--- src/rtl/irqc_pkg.sv ---
package irqc_pkg;

   localparam int unsigned IRQC_SPURIOUS = 1023;

   typedef enum logic [1:0] {
      OP_IDLE = 2'd0,
      OP_ACK  = 2'd1,
      OP_EOI  = 2'd2,
      OP_SPUR = 2'd3
   } irqc_op_e;

endpackage

--- src/rtl/irqc_run_stack.sv ---
module irqc_run_stack #(
   parameter int ID_W   = 10,
   parameter int PRIO_W = 8,
   parameter int DEPTH  = 4
) (
   input  logic              clk,
   input  logic              rst_n,
   input  logic              push_i,
   input  logic [ID_W-1:0]   push_id_i,
   input  logic [PRIO_W-1:0] push_prio_i,
   input  logic              pop_i,
   output logic              top_vld_o,
   output logic [ID_W-1:0]   top_id_o,
   output logic [PRIO_W-1:0] top_prio_o,
   output logic              full_o
);
   localparam int CNT_W = $clog2(DEPTH + 1);
   localparam logic [CNT_W-1:0] DEPTH_C = CNT_W'(DEPTH);

   generate
      if (DEPTH < 1) begin : g_bad_depth
         $error("irqc_run_stack: DEPTH must be at least 1");
      end
   endgenerate

   logic [CNT_W-1:0]  cnt_q;
   logic [ID_W-1:0]   id_q   [DEPTH];
   logic [PRIO_W-1:0] prio_q [DEPTH];

   always_ff @(posedge clk or negedge rst_n) begin
      if (!rst_n) begin
         cnt_q <= '0;
      end else if (push_i && !full_o) begin
         cnt_q <= cnt_q + 1'b1;
      end else if (pop_i && top_vld_o) begin
         cnt_q <= cnt_q - 1'b1;
      end
   end

   generate
      for (genvar i = 0; i < DEPTH; i++) begin : g_slot
         always_ff @(posedge clk or negedge rst_n) begin
            if (!rst_n) begin
               id_q[i]   <= '0;
               prio_q[i] <= '1;
            end else if (push_i && cnt_q == CNT_W'(i)) begin
               id_q[i]   <= push_id_i;
               prio_q[i] <= push_prio_i;
            end
         end
      end
   endgenerate

   always_comb begin
      top_id_o   = '0;
      top_prio_o = '1;
      for (int i = 0; i < DEPTH; i++) begin
         if (cnt_q == CNT_W'(i + 1)) begin
            top_id_o   = id_q[i];
            top_prio_o = prio_q[i];
         end
      end
   end

   assign top_vld_o = (cnt_q != '0);
   assign full_o    = (cnt_q == DEPTH_C);

   a_r9_depth_bound: assert property (@(posedge clk) disable iff (!rst_n)
      cnt_q <= DEPTH_C);
   a_r9_no_push_when_full: assert property (@(posedge clk) disable iff (!rst_n)
      push_i |-> !full_o);
   a_r7_pop_only_when_live: assert property (@(posedge clk) disable iff (!rst_n)
      pop_i |-> top_vld_o);

endmodule

--- src/rtl/irqc_qualify.sv ---
module irqc_qualify #(
   parameter int PRIO_W = 8
) (
   input  logic              en_i,
   input  logic              vld_i,
   input  logic [PRIO_W-1:0] prio_i,
   input  logic [PRIO_W-1:0] mask_i,
   input  logic              run_vld_i,
   input  logic [PRIO_W-1:0] run_prio_i,
   input  logic              full_i,
   output logic              hit_o
);
   logic beats_mask;
   logic beats_run;

   assign beats_mask = (prio_i < mask_i);
   assign beats_run  = !run_vld_i || (prio_i < run_prio_i);
   assign hit_o      = en_i && vld_i && beats_mask && beats_run && !full_i;

endmodule

--- src/rtl/irqc_cpu_port.sv ---
module irqc_cpu_port
   import irqc_pkg::*;
#(
   parameter int ID_W   = 10,
   parameter int PRIO_W = 8,
   parameter int DEPTH  = 4
) (
   input  logic              clk,
   input  logic              rst_n,
   input  logic              cpu_en_i,
   input  logic [PRIO_W-1:0] prio_mask_i,
   input  logic              cand_vld_i,
   input  logic [ID_W-1:0]   cand_id_i,
   input  logic [PRIO_W-1:0] cand_prio_i,
   input  logic              ack_rd_i,
   input  logic              eoi_wr_i,
   input  logic [ID_W-1:0]   eoi_id_i,
   output logic              irq_o,
   output logic [ID_W-1:0]   ack_data_o,
   output logic              dist_ack_vld_o,
   output logic [ID_W-1:0]   dist_ack_id_o,
   output logic              dist_deact_vld_o,
   output logic [ID_W-1:0]   dist_deact_id_o
);
   localparam logic [ID_W-1:0] SPUR_ID = ID_W'(IRQC_SPURIOUS);

   generate
      if (ID_W < 10) begin : g_bad_idw
         $error("irqc_cpu_port: ID_W must hold the spurious code");
      end
      if (PRIO_W < 1) begin : g_bad_pw
         $error("irqc_cpu_port: PRIO_W must be at least 1");
      end
   endgenerate

   logic              hit;
   logic              top_vld;
   logic [ID_W-1:0]   top_id;
   logic [PRIO_W-1:0] top_prio;
   logic              full;
   irqc_op_e          op;

   irqc_qualify #(.PRIO_W(PRIO_W)) u_qual (
      .en_i       (cpu_en_i),
      .vld_i      (cand_vld_i),
      .prio_i     (cand_prio_i),
      .mask_i     (prio_mask_i),
      .run_vld_i  (top_vld),
      .run_prio_i (top_prio),
      .full_i     (full),
      .hit_o      (hit)
   );

   // acknowledge outranks end-of-interrupt in the same cycle
   always_comb begin
      if (ack_rd_i)
         op = hit ? OP_ACK : OP_SPUR;
      else if (eoi_wr_i && top_vld && eoi_id_i == top_id)
         op = OP_EOI;
      else
         op = OP_IDLE;
   end

   irqc_run_stack #(.ID_W(ID_W), .PRIO_W(PRIO_W), .DEPTH(DEPTH)) u_stack (
      .clk         (clk),
      .rst_n       (rst_n),
      .push_i      (op == OP_ACK),
      .push_id_i   (cand_id_i),
      .push_prio_i (cand_prio_i),
      .pop_i       (op == OP_EOI),
      .top_vld_o   (top_vld),
      .top_id_o    (top_id),
      .top_prio_o  (top_prio),
      .full_o      (full)
   );

   always_ff @(posedge clk or negedge rst_n) begin
      if (!rst_n) begin
         irq_o            <= 1'b0;
         ack_data_o       <= SPUR_ID;
         dist_ack_vld_o   <= 1'b0;
         dist_ack_id_o    <= '0;
         dist_deact_vld_o <= 1'b0;
         dist_deact_id_o  <= '0;
      end else begin
         irq_o            <= hit && (op != OP_ACK);
         dist_ack_vld_o   <= (op == OP_ACK);
         dist_deact_vld_o <= (op == OP_EOI);
         if (op == OP_ACK) begin
            ack_data_o    <= cand_id_i;
            dist_ack_id_o <= cand_id_i;
         end else if (op == OP_SPUR) begin
            ack_data_o    <= SPUR_ID;
         end
         if (op == OP_EOI)
            dist_deact_id_o <= top_id;
      end
   end

   a_r2_enable_gates_line: assert property (@(posedge clk) disable iff (!rst_n)
      irq_o |-> $past(cpu_en_i));
   a_r3_ack_id_agrees: assert property (@(posedge clk) disable iff (!rst_n)
      dist_ack_vld_o |-> (ack_data_o == dist_ack_id_o));
   a_r4_line_drops_after_ack: assert property (@(posedge clk) disable iff (!rst_n)
      (op == OP_ACK) |=> !irq_o);
   a_r5_spurious_code: assert property (@(posedge clk) disable iff (!rst_n)
      (ack_rd_i && !hit) |=> (ack_data_o == SPUR_ID) && !dist_ack_vld_o);
   a_r7_deact_from_eoi: assert property (@(posedge clk) disable iff (!rst_n)
      dist_deact_vld_o |-> $past(eoi_wr_i) && ($past(eoi_id_i) == dist_deact_id_o));
   a_r10_ack_wins: assert property (@(posedge clk) disable iff (!rst_n)
      ack_rd_i |=> !dist_deact_vld_o);

endmodule

--- config.mk ---
export PLATFORM = sky130hd
export DESIGN_NAME = irqc_cpu_port
export DESIGN_NICKNAME = d
export VERILOG_FILES = /design/src/rtl/irqc_pkg.sv /design/src/rtl/irqc_run_stack.sv /design/src/rtl/irqc_qualify.sv /design/src/rtl/irqc_cpu_port.sv
export SDC_FILE = /design/constraint.sdc
export NUM_CORES = 1
export LEC_CHECK = 0
export ABC_CLOCK_PERIOD_IN_PS = 3570
export CAP_MARGIN = 20
export CORE_UTILIZATION = 45
export DETAILED_ROUTE_END_ITERATION = 8
export GPL_TIMING_DRIVEN = 1
export PLACE_DENSITY = 0.8
export SKIP_LAST_GASP = 1
export SYNTH_ARGS = -nofsm -noshare
export SYNTH_HDL_FRONTEND = slang
export SYNTH_HIERARCHICAL = 1
export SYNTH_SLANG_ARGS = --single-unit
--- constraint.sdc ---
create_clock -name clk -period 3.57 [get_ports clk]
set_input_delay 1.071 -clock clk [delete_from_list [all_inputs] [get_ports clk]]
set_output_delay 1.071 -clock clk [all_outputs]
set_load 0.01 [all_outputs]
======== Yosys cells after proc, flatten, opt, wreduce, memory -nomap -nowiden ========
Index checks and enable logic that the tools add are counted.
word-level totals
  input port bits ......................... 42
  register bits ........................... 108
  logic and storage cells ................. 63
cells by class
  reductions and logical operators ........ 20
  $lt $le $gt $ge ......................... 2
  equality and inequality tests ........... 9
  add/sub/neg operators ................... 2
  muxes and demuxes ....................... 15
operators by type and width
  kind                                                    number
  two-way mux 10 bit                                      6
  two-way mux 8 bit                                       4
  < comparator 8 bit                                      2
  logical AND 1 bit                                       13
  == test 10 bit                                          1
  == test 3 x 2 -> 1 bit (second input constant)          2
  two-way mux 2 bit                                       3
  two-way mux 3 bit                                       2
  == test 2 bit (second input constant)                   2
  nonzero test 2 bit                                      2
  adder 3 x 1 -> 3 bit (second input constant)            1
  == test 3 x 1 -> 1 bit (second input constant)          1
  == test 3 bit (second input constant)                   1
  logical NOT 3 bit                                       1
  nonzero test 3 bit                                      1
  subtractor 3 x 1 -> 3 bit (second input constant)       1
  == test 2 x 1 -> 1 bit (second input constant)          1
  logical NOT 1 bit                                       2
  inequality test 2 x 1 -> 1 bit (second input constant)  1
  logical OR 1 bit                                        1

======== Logic depth before layout (Yosys ltp) ========
Gate-level depths: netlist (run 1).
  depth after elaboration ................. 15
  depth in mapped cells ................... 21
  depth with buffers taken out ............ 17

======== By module ========
Netlist (run 1), hierarchy kept.
modules (own cells, without submodules)
  module          seq. area each (sq um)  cells an instance  times used  area an instance (sq um)
  irqc_run_stack  1916.8                  272                1           3614.7
  irqc_cpu_port   838.3                   86                 1           1356.3
  irqc_qualify    0.0                     54                 1           372.9

======== Worst setup path before layout (run 1) ========
Ideal clock, no wire load.
  path kind ............................... register to register
  from .................................... register u_stack.cnt_q[1]
  to ...................................... register u_stack/id_q[37] (netlist bit)
  required time ........................... 3.445 ns
  buffers on the path ..................... 4
  slack ................................... -0.318 ns
  clock period less this slack ............ 3.888 ns
  data arrival time ....................... 3.763 ns
  cell stages (with the launch flop) ...... 21
  path through ............................ dfrtp_1 > ha_1 > ha_1 > or4b_4 > buf_6 > o221ai_2 > o21ai_1 > inv_1 > ha_1 > a21oi_2 > o21ai_1 > a211oi_2 > and3_1 > nand2_1 > clkbuf_1 > inv_1 > buf_4 > nor2b_4 > nand2_4 > buf_6 > mux2_4
on the way
  longest elaborated chain between the ends .. 13
  elaborated cells between the ends (all ways) .. 28
  those cells by class .................... 1 x order compare; 6 x eq/ne; 11 x mux; 10 x reduce/logical
ends and longest elaborated chain
  what                                RTL line              source
  from (decl)                         irqc_run_stack.sv:26  logic [CNT_W-1:0] cnt_q;
  from (signal assigned)              irqc_run_stack.sv:34  cnt_q <= cnt_q + 1'b1;
  from (signal assigned)              irqc_run_stack.sv:36  cnt_q <= cnt_q - 1'b1;
  == test 3 x 1 -> 1 bit              irqc_run_stack.sv:58  if (cnt_q == CNT_W'(i + 1)) begin
  two-way mux 8 bit (3 in a row)      irqc_run_stack.sv:58
  two-way mux 8 bit (*)               irqc_run_stack.sv:58
  net top_prio[5]                     irqc_cpu_port.sv:39   logic [PRIO_W-1:0] top_prio;
  < comparator 8 bit (*)              irqc_qualify.sv:17    assign beats_run = !run_vld_i || (prio_i < run_prio_i);
  logical OR 1 bit (*)                irqc_qualify.sv:17
  logical AND 1 bit (*) (2 in a row)  irqc_qualify.sv:18    assign hit_o = en_i && vld_i && beats_mask && beats_run && !full_i;
  net hit                             irqc_cpu_port.sv:36   logic hit;
  two-way mux 2 bit (*)               irqc_cpu_port.sv:57   op = hit ? OP_ACK : OP_SPUR;
  two-way mux 2 bit (*)               irqc_cpu_port.sv:56   if (ack_rd_i)
  == test 2 x 1 -> 1 bit (*)          irqc_cpu_port.sv:67   .push_i (op == OP_ACK),
  logical AND 1 bit (*)               irqc_run_stack.sv:46  end else if (push_i && cnt_q == CNT_W'(i)) begin
  to (signal, indexed assignment)     irqc_run_stack.sv:47  id_q[i] <= push_id_i;
  to (decl)                           irqc_run_stack.sv:27  logic [ID_W-1:0] id_q [DEPTH];
Mark *: on every way through the listed nets, which the timed path passes. The rest lies on a longest branch.
A chain may end at the register's enable or synchronous reset.

======== Final worst setup path (run 1) ========
  from .................................... register u_stack.cnt_q[1]
  to ...................................... register u_stack/id_q[22] (netlist bit)
Same word-level chain as after synthesis.

==> results of run 1 <==
## repair_timing
action,in CTS,in global routing
hold endpoints to repair,0,0
setup buffers,2,4
cloned,0,5
hold buffers,0,0
endpoints found under the setup margin,64,75
resized for setup,4,10
pin swaps,1,3
## routing by layer
metal	vias up	wire length, um	GRT usage [%]
met4	0	180	6.03
li1	1707	-	-
met2	105	6350	34.6
met5	-	0	0
met1	1887	5180	25.9
met3	20	710	4.70
## final timing paths
kind                       slack, ns             start                to
min reg2reg                     0.51  u_stack/id_q[39]  u_stack/id_q[39]
max reg2reg                    -0.01  u_stack/cnt_q[1]  u_stack/id_q[22]
max in group asynchronous       2.15             rst_n  u_stack/id_q[31]
min                             0.51  u_stack/id_q[39]  u_stack/id_q[39]
max                            -0.01  u_stack/cnt_q[1]  u_stack/id_q[22]
min in group asynchronous       0.69             rst_n  dist_ack_id_o[2]
## sequential cells by signal, summed over array words and instances (netlist names)
name              cells
u_stack/cnt_q         3
ack_data_o           10
dist_ack_vld_o        1
u_stack/prio_q       32
dist_ack_id_o        10
dist_deact_vld_o      1
dist_deact_id_o      10
irq_o                 1
u_stack/id_q         40
## synthesized netlist by cell type, drive strengths merged (3+ instances only)
| cell type | instances | share of area [%] |
|---|---|---|
| a21oi | 15 | 1.5 |
| a221oi | 10 | 1.6 |
| buf | 11 | 1.5 |
| clkbuf | 6 | 0.80 |
| dfrtp | 66 | 31 |
| dfstp | 42 | 21 |
| ha | 20 | 4.7 |
| inv | 20 | 1.4 |
| mux2 | 92 | 20 |
| nand2 | 30 | 2.5 |
| nand2b | 10 | 1.2 |
| nand3 | 3 | 0.28 |
| nor2 | 18 | 1.3 |
| nor2b | 4 | 0.61 |
| nor3b | 3 | 0.51 |
| o21ai | 15 | 1.4 |
| o221ai | 9 | 2.4 |
| o22a | 10 | 1.6 |
| xnor2 | 8 | 1.3 |
| xor2 | 3 | 0.49 |
## power by group through the flow
stage | Clock, mW | Combinational [mW] | Sequential, mW
floorplan | 0 | 1.27 | 2.00
finish | 0.961 | 2.02 | 2.02
CTS | 0.984 | 1.93 | 2.02
detailed placement | 0 | 1.88 | 2.04
global route | 1.04 | 2.20 | 2.07
global placement | 0 | 1.81 | 2.01
## final cells by class
cell class,count,area (um2)
Clock buffer,9,225
Clock inverter,7,68.8
Fill cell,908,4600
Inverter,20,77.6
Multi-Input combinational cell,271,2540
Sequential cell,108,2760
Tap cell,143,179
Timing Repair Buffer,111,1070
## logic make-up after synthesis
family	synth area share, %
AO/OA/AOI/OAI	9.60
XOR/XNOR	1.80
adder cells (fa/ha/maj)	4.68
buffers and inverters	3.72
flip-flops	51.6
multiplexers	20.4
AND/OR/NAND/NOR	8.22
==> flow_summary.toml, run 1 <==
[place]
dpl_worst_slack_ns = -0.0900
place_hpwl_um = 8400
io_buffers = 74
placed_area_mm2 = 0.00643
dp_cells = 642
gp_congestion = 0.815

[sta]
min_period_ns = 3.58
hold_viol = 0
rsz0062_at_grt = "true"
report.final.slew_viol_count = 0
fmax_mhz = 279
setup_slack_ns = -0.0112
period_share_pct = 100
relSlewSlack_pct = 66.2
finalSetupTns_ns = -0.0134
whs_ns = 0.509
setup_viol = 3
finClkSkew_ns = 0.0114
tightest_slew_ns = 0.507

[yosys]
yosys_warnings = 6
synth_ff_type = "dfrtp_1"
synth_nets = 474
ys_ff_latch = 108
synthArstFlopShare_pct = 100
synth_cell_type_count = 47
synth_edf_count = 0
yosysSeqAreaShare_pct = 51.6
avgSynthCellArea_um2 = 13.0
syn-cell-area_mm2 = 0.00534
syn_inst = 412

[pwr]
combPwrFrac_pct = 40.4
switching_share_pct = 33.7
totalPowerFinal_mw = 5.00
leakagePower_nw = 3.11
internal-power_mw = 3.32
ir_drop_v = 0.000437
power_switching_mw = 1.69
p_clk_share_pct = 19.2
powerDensity_mw_per_mm2 = 723
seq_power_share_pct = 40.4

[drt]
vias = 3719
wirelength_um = 12400
avgRoutedWirePerCell_um = 18.6
viasPerCell = 5.56
ant_nets = 0
drc_errors = 6
dr.pass1.iters = 6
drtIter0Drc = 205

[clocking]
clk_latency_ns = 0.35
cts_tree = "done"
clock_sink_count = 108
clk_pin_slew_worst_paths_ns = 0.08
cts_buffers = 9
cts_buffer_depth = 2
cts_root_buf = "clkbuf_16"
cts_htree_levels = 3

[run]
maxCapViolCount = 0

[critical_path]
crit_chain = "ha_2, ha_4, or4b_4, o221ai_2, o21ai_1, inv_1, ha_4, a21oi_2, o21ai_2, a211oi_2, and3_4, nand2_4, inv_4, nor2b_4, buf_12, nand2_4, mux2_2"
cp.required_ns = 3.81
r2r_cells = 17
critPathTopFamily = "simple AND/OR/NAND/NOR gates"
max_stage_delay_ns = 0.55
endpoint_kind = "flop"
path_buf_inv = 3
cp-start-kind = "flop"
worstPathArrival_ns = 3.82
cpMaxStageDelayCell = "or4b_4"
worstPathMaxFanout = 9
critPathKind = "flop to flop"
critical_path_depth = 17

[global_route]
grt_max_degree = 46
grt-ovfl-total = 0
grt_pass1_wl_um = 19600
antenna_found_initial = 0
grt.total_usage_pct = 20.4
grt_pass1_vias = 3881

[cells_and_area]
nets = 583
antennaDiodeCount = 0
drive_gt1_share_pct = 42.2
mostFrequentLayoutCell = "mux2_2"
area_growth_pct = 29.5
fin_util_pct = 60.1
stdcell_area_mm2 = 0.00692
final_cells = 669
mostFrequentLayoutCells = "80 x mux2_2, 73 x clkdlybuf4s50_1, 66 x dfrtp_1"

[floorplan]
initial_utilization_pct = 46.4
coreArea_mm2 = 0.0115
num_rows = 39
io_pins = 75
die_h_um = 111
fp.dieW_um = 111
fp.dieArea_mm2 = 0.0123

[outcome]
status = "finished, violations left"
violations = "DRC, setup timing"

[hold_path]
hold_class = "flop to flop"
hold_path_depth = 1
Power figures use the tool's default switching activity.
==> inputs of run 2 (changes only) <==
Settings changed: PLACE_DENSITY 0.8 to 0.69.
==> flow_summary.toml, run 2 (same netlist as run 1, synthesis figures left out) <==
[outcome]
status = "finished, violations left"
violations = "DRC"

[clocking]
hold_buffers = 0
clock_sink_count = 108
cts_tree = "done"
cts_buffer_depth = 2
cts_buffers = 9
cts_root_buf = "clkbuf_16"
clk_pin_slew_worst_paths_ns = 0.07
cts_htree_levels = 3
clk_latency_ns = 0.36

[sta]
min_period_ns = 3.53
fmax_mhz = 283
setup_viol = 0
finClkSkew_ns = 0.00776
relSlewSlack_pct = 52.0
report.final.slew_viol_count = 0
finalSetupTns_ns = 0
rsz0062_at_grt = "true"
hold_viol = 0
period_share_pct = 98.9
tightest_slew_ns = 0.720

[critical_path]
cp.required_ns = 3.82
endpoint_kind = "flop"
critPathKind = "flop to flop"
worstPathMaxFanout = 6
cp-start-kind = "flop"
worstPathArrival_ns = 3.78

[global_route]
grt_pass1_vias = 3736
grt_pass1_wl_um = 19000
antenna_found_initial = 1
grt-ovfl-total = 0
grt.total_usage_pct = 20.1
grt_max_degree = 57

[drt]
viasPerCell = 5.42
drtIter0Drc = 162
dr.pass1.iters = 6
avgRoutedWirePerCell_um = 17.8
vias = 3666
ant_nets = 0
wirelength_um = 12100
drc_errors = 6

[cells_and_area]
final_cells = 676
stdcell_area_mm2 = 0.00701
regMostFlops = "u_stack/id_q"
reg.largest.list = "u_stack/id_q (40), u_stack/prio_q (32)"
drive_gt1_share_pct = 43.2
nets = 590
antennaDiodeCount = 0
area_growth_pct = 31.1
mostFrequentLayoutCell = "mux2_2"
mostFrequentLayoutCells = "80 x mux2_2, 73 x clkdlybuf4s50_1, 66 x dfrtp_1"
largest_reg_flops = 40

[floorplan]
fp.dieW_um = 111
fp.dieArea_mm2 = 0.0123
initial_utilization_pct = 46.4
coreArea_mm2 = 0.0115
num_rows = 39
io_pins = 75
die_h_um = 111

[place]
gp_congestion = 0.769
dp_cells = 647
io_buffers = 74
place_hpwl_um = 8100
placed_area_mm2 = 0.00647

[run]
maxCapViolCount = 0

[pwr]
leakagePower_nw = 3.12
powerDensity_mw_per_mm2 = 729
ir_drop_v = 0.000492

[hold_path]
hold_class = "flop to flop"
run 2: cell types whose count changed in the layout (fill, tap and decap cells not counted), sizes merged:
cell and change:
bufinv +1, inv +1, nand2 +2, buf +5, clkinv -2
run 2: worst max-delay path, stage by stage, from the launching register on:
cell and delay (ns):
dfrtp_1 0.39, buf_4 0.16, ha_2 0.19, or4b_4 0.60
o221ai_2 0.22, o21ai_1 0.08, inv_1 0.09, ha_4 0.21
a21oi_2 0.11, o21ai_1 0.07, a211oi_2 0.19, and3_1 0.21
nand2_2 0.08, inv_2 0.07, nor2b_4 0.19, buf_12 0.18
nand2_8 0.08, mux2_4 0.30
run 2: path summary, 6_finish.rpt:
check                                 start           endpoint  slack, ns  cells after the start
min                        dist_ack_id_o[2]   dist_ack_id_o[2]       0.51                      1
max in group asynchronous             rst_n  u_stack/prio_q[5]       2.02                      2
max reg2reg                u_stack/cnt_q[1]   u_stack/id_q[37]       0.04                     17
max                        u_stack/cnt_q[1]   u_stack/id_q[37]       0.04                     17
min reg2reg                dist_ack_id_o[2]   dist_ack_id_o[2]       0.51                      1
min in group asynchronous             rst_n   dist_ack_id_o[2]       0.77                      1
run 2: timing repair:
item	4_1_cts	5_1_grt
resized for setup	3	10
pin swaps	1	7
gates cloned	1	6
buffers inserted	2	4
endpoints found under the setup margin	45	76
run 2: final cells by class:
class / count / area [um2]
timing repair buffer: 116 / 1110
fill: 920 / 4510
clock inverter: 7 / 92.6
tap: 143 / 179
clock buffer: 9 / 225
sequential: 108 / 2760
multi-input combinational: 273 / 2570
inverter: 20 / 77.6
run 2: power breakdown:
part	leakage, nW	total (mW)	switching [mW]	internal, mW
registers	1.31	2.02	0.249	1.77
logic	1.65	2.03	0.946	1.09
clock network	0.157	1.05	0.485	0.564
total	3.12	5.10	1.68	3.42
run 2: stage by stage:
step                      utilization, %  power (mW)  setup WS, ns  hold slack, ns
after floorplan                        -        3.27        -0.149           0.479
after global placement              56.2        3.85        0.0124           0.488
after detailed placement            56.2        3.92       -0.0785           0.494
after CTS                           59.5        5.04       0.00250           0.514
after global routing                60.8        5.42        -0.153           0.520
final                               60.8        5.10        0.0407           0.510
run 2: layer usage:
metal  routed length, um  up-vias  track usage (%)
met5                   0        -                0
met4                 170        0             6.03
met3                 544       15             5.25
met2                5670       73             32.2
met1                5670     1856             26.8
li1                    -     1722                -
==> inputs of run 3 (changes only) <==
Settings changed: CORE_MARGIN set to 2, GPL_ROUTABILITY_DRIVEN set to 0.
==> flow_summary.toml, run 3 (same netlist as run 1, synthesis figures left out) <==
[sta]
relSlewSlack_pct = 44.5
period_share_pct = 99.5
min_period_ns = 3.55
report.final.slew_viol_count = 0
rsz0062_at_grt = "true"
tightest_slew_ns = 0.833
fmax_mhz = 282
setup_viol = 0
hold_viol = 0
finClkSkew_ns = 0.00885
finalSetupTns_ns = 0

[run]
maxCapViolCount = 0

[global_route]
grt_pass1_vias = 3796
antenna_found_initial = 0
grt_pass1_wl_um = 19500
grt-ovfl-total = 0
grt.total_usage_pct = 19.6
grt_max_degree = 70

[clocking]
cts_root_buf = "clkbuf_16"
clock_sink_count = 108
hold_buffers = 0
cts_buffer_depth = 2
cts_htree_levels = 3
clk_latency_ns = 0.35
cts_tree = "done"
clk_pin_slew_worst_paths_ns = 0.07
cts_buffers = 9

[critical_path]
worstPathMaxFanout = 6
cp.required_ns = 3.81
cp-start-kind = "flop"
endpoint_kind = "flop"
worstPathArrival_ns = 3.79
critPathKind = "flop to flop"

[hold_path]
hold_class = "flop to flop"

[floorplan]
die_h_um = 113
coreArea_mm2 = 0.0115
initial_utilization_pct = 46.4
io_pins = 75
fp.dieArea_mm2 = 0.0128
fp.dieW_um = 113
num_rows = 39

[place]
dp_cells = 647
placed_area_mm2 = 0.00647
place_hpwl_um = 8300
io_buffers = 74

[cells_and_area]
final_cells = 676
fill_cells = 921
largest_reg_flops = 40
multi_input_area_mm2 = 0.00258
mostFrequentLayoutCell = "mux2_2"
regMostFlops = "u_stack/id_q"
antennaDiodeCount = 0
reg.largest.list = "u_stack/id_q (40), u_stack/prio_q (32)"
area_growth_pct = 31.3
seqCellArea_mm2 = 0.00276
mostFrequentLayoutCells = "79 x mux2_2, 73 x clkdlybuf4s50_1, 66 x dfrtp_1"
stdcell_area_mm2 = 0.00701
drive_gt1_share_pct = 43.3
nets = 590

[drt]
ant_nets = 0
drtIter0Drc = 180
wirelength_um = 12100
drc_errors = 4
dr.pass1.iters = 6
vias = 3631
avgRoutedWirePerCell_um = 17.9
viasPerCell = 5.37

[pwr]
powerDensity_mw_per_mm2 = 725
leakagePower_nw = 3.12
totalPowerFinal_mw = 5.08
ir_drop_v = 0.000336

[outcome]
status = "finished, violations left"
violations = "DRC"
[run 3: cell types whose count changed in the layout (fill, tap and decap cells not counted), sizes merged]
cell and delta:
bufinv -1, clkbuf +2, inv -1
[run 3: stage by stage]
step / hold slack [ns] / util [%] / setup WS (ns)
floorplan: 0.479 / - / -0.149
global placement: 0.488 / 56.2 / 0.00800
detailed placement: 0.492 / 56.2 / -0.0778
CTS: 0.509 / 59.5 / -0.0217
global route: 0.525 / 60.9 / -0.149
finish: 0.505 / 60.9 / 0.0177
[run 3: routing by layer]
metal	vias to the layer above	GRT usage (%)	wire length, um
li1	1718	-	-
met1	1846	26.6	5750
met2	58	32.2	5840
met3	9	4.66	387
met4	0	4.63	112
met5	-	0	0
[run 3: what timing repair did]
item                                    in CTS  in global routing
endpoints found under the setup margin      54                 68
cloned                                       1                  6
buffers inserted                             2                  4
pin swaps                                    2                  8
gates resized for setup                      4                 13
[run 3: worst paths after layout]
kind	from	endpoint	slack (ns)	depth (start not counted)
worst min register to register	dist_ack_id_o[1]	dist_ack_id_o[1]	0.50	1
worst max-delay path	u_stack/cnt_q[1]	u_stack/id_q[38]	0.02	17
max in group asynchronous	rst_n	ack_data_o[2]	1.94	2
worst min-delay path	dist_ack_id_o[1]	dist_ack_id_o[1]	0.50	1
min in group asynchronous	rst_n	u_stack/id_q[25]	0.83	1
worst max register to register	u_stack/cnt_q[1]	u_stack/id_q[38]	0.02	17
[run 3: where the power goes]
group	switching [mW]	internal, mW	leakage [nW]
Clock	0.468	0.550	0.155
Combinational	0.951	1.10	1.65
Sequential	0.239	1.77	1.31
[run 3: critical path, stage by stage, from the launching register on]
cell and delay (ns):
dfrtp_1 0.39, buf_4 0.16, ha_2 0.18, or4b_4 0.60, o221ai_2 0.23, o21ai_1 0.08, inv_1 0.09, ha_4 0.20
a21oi_2 0.12, o21ai_1 0.08, a211oi_2 0.18, and3_1 0.21, nand2_2 0.07, inv_2 0.07, nor2b_4 0.20, buf_12 0.18
nand2_8 0.08, mux2_4 0.30
[run 3: final cells by class]
type	instances	area share [%]
Clock buffer	11	3.76
Clock inverter	5	0.696
Inverter	20	1.11
Multi-Input combinational cell	273	36.7
Sequential cell	108	39.3
Tap cell	143	2.55
Timing Repair Buffer	116	15.9
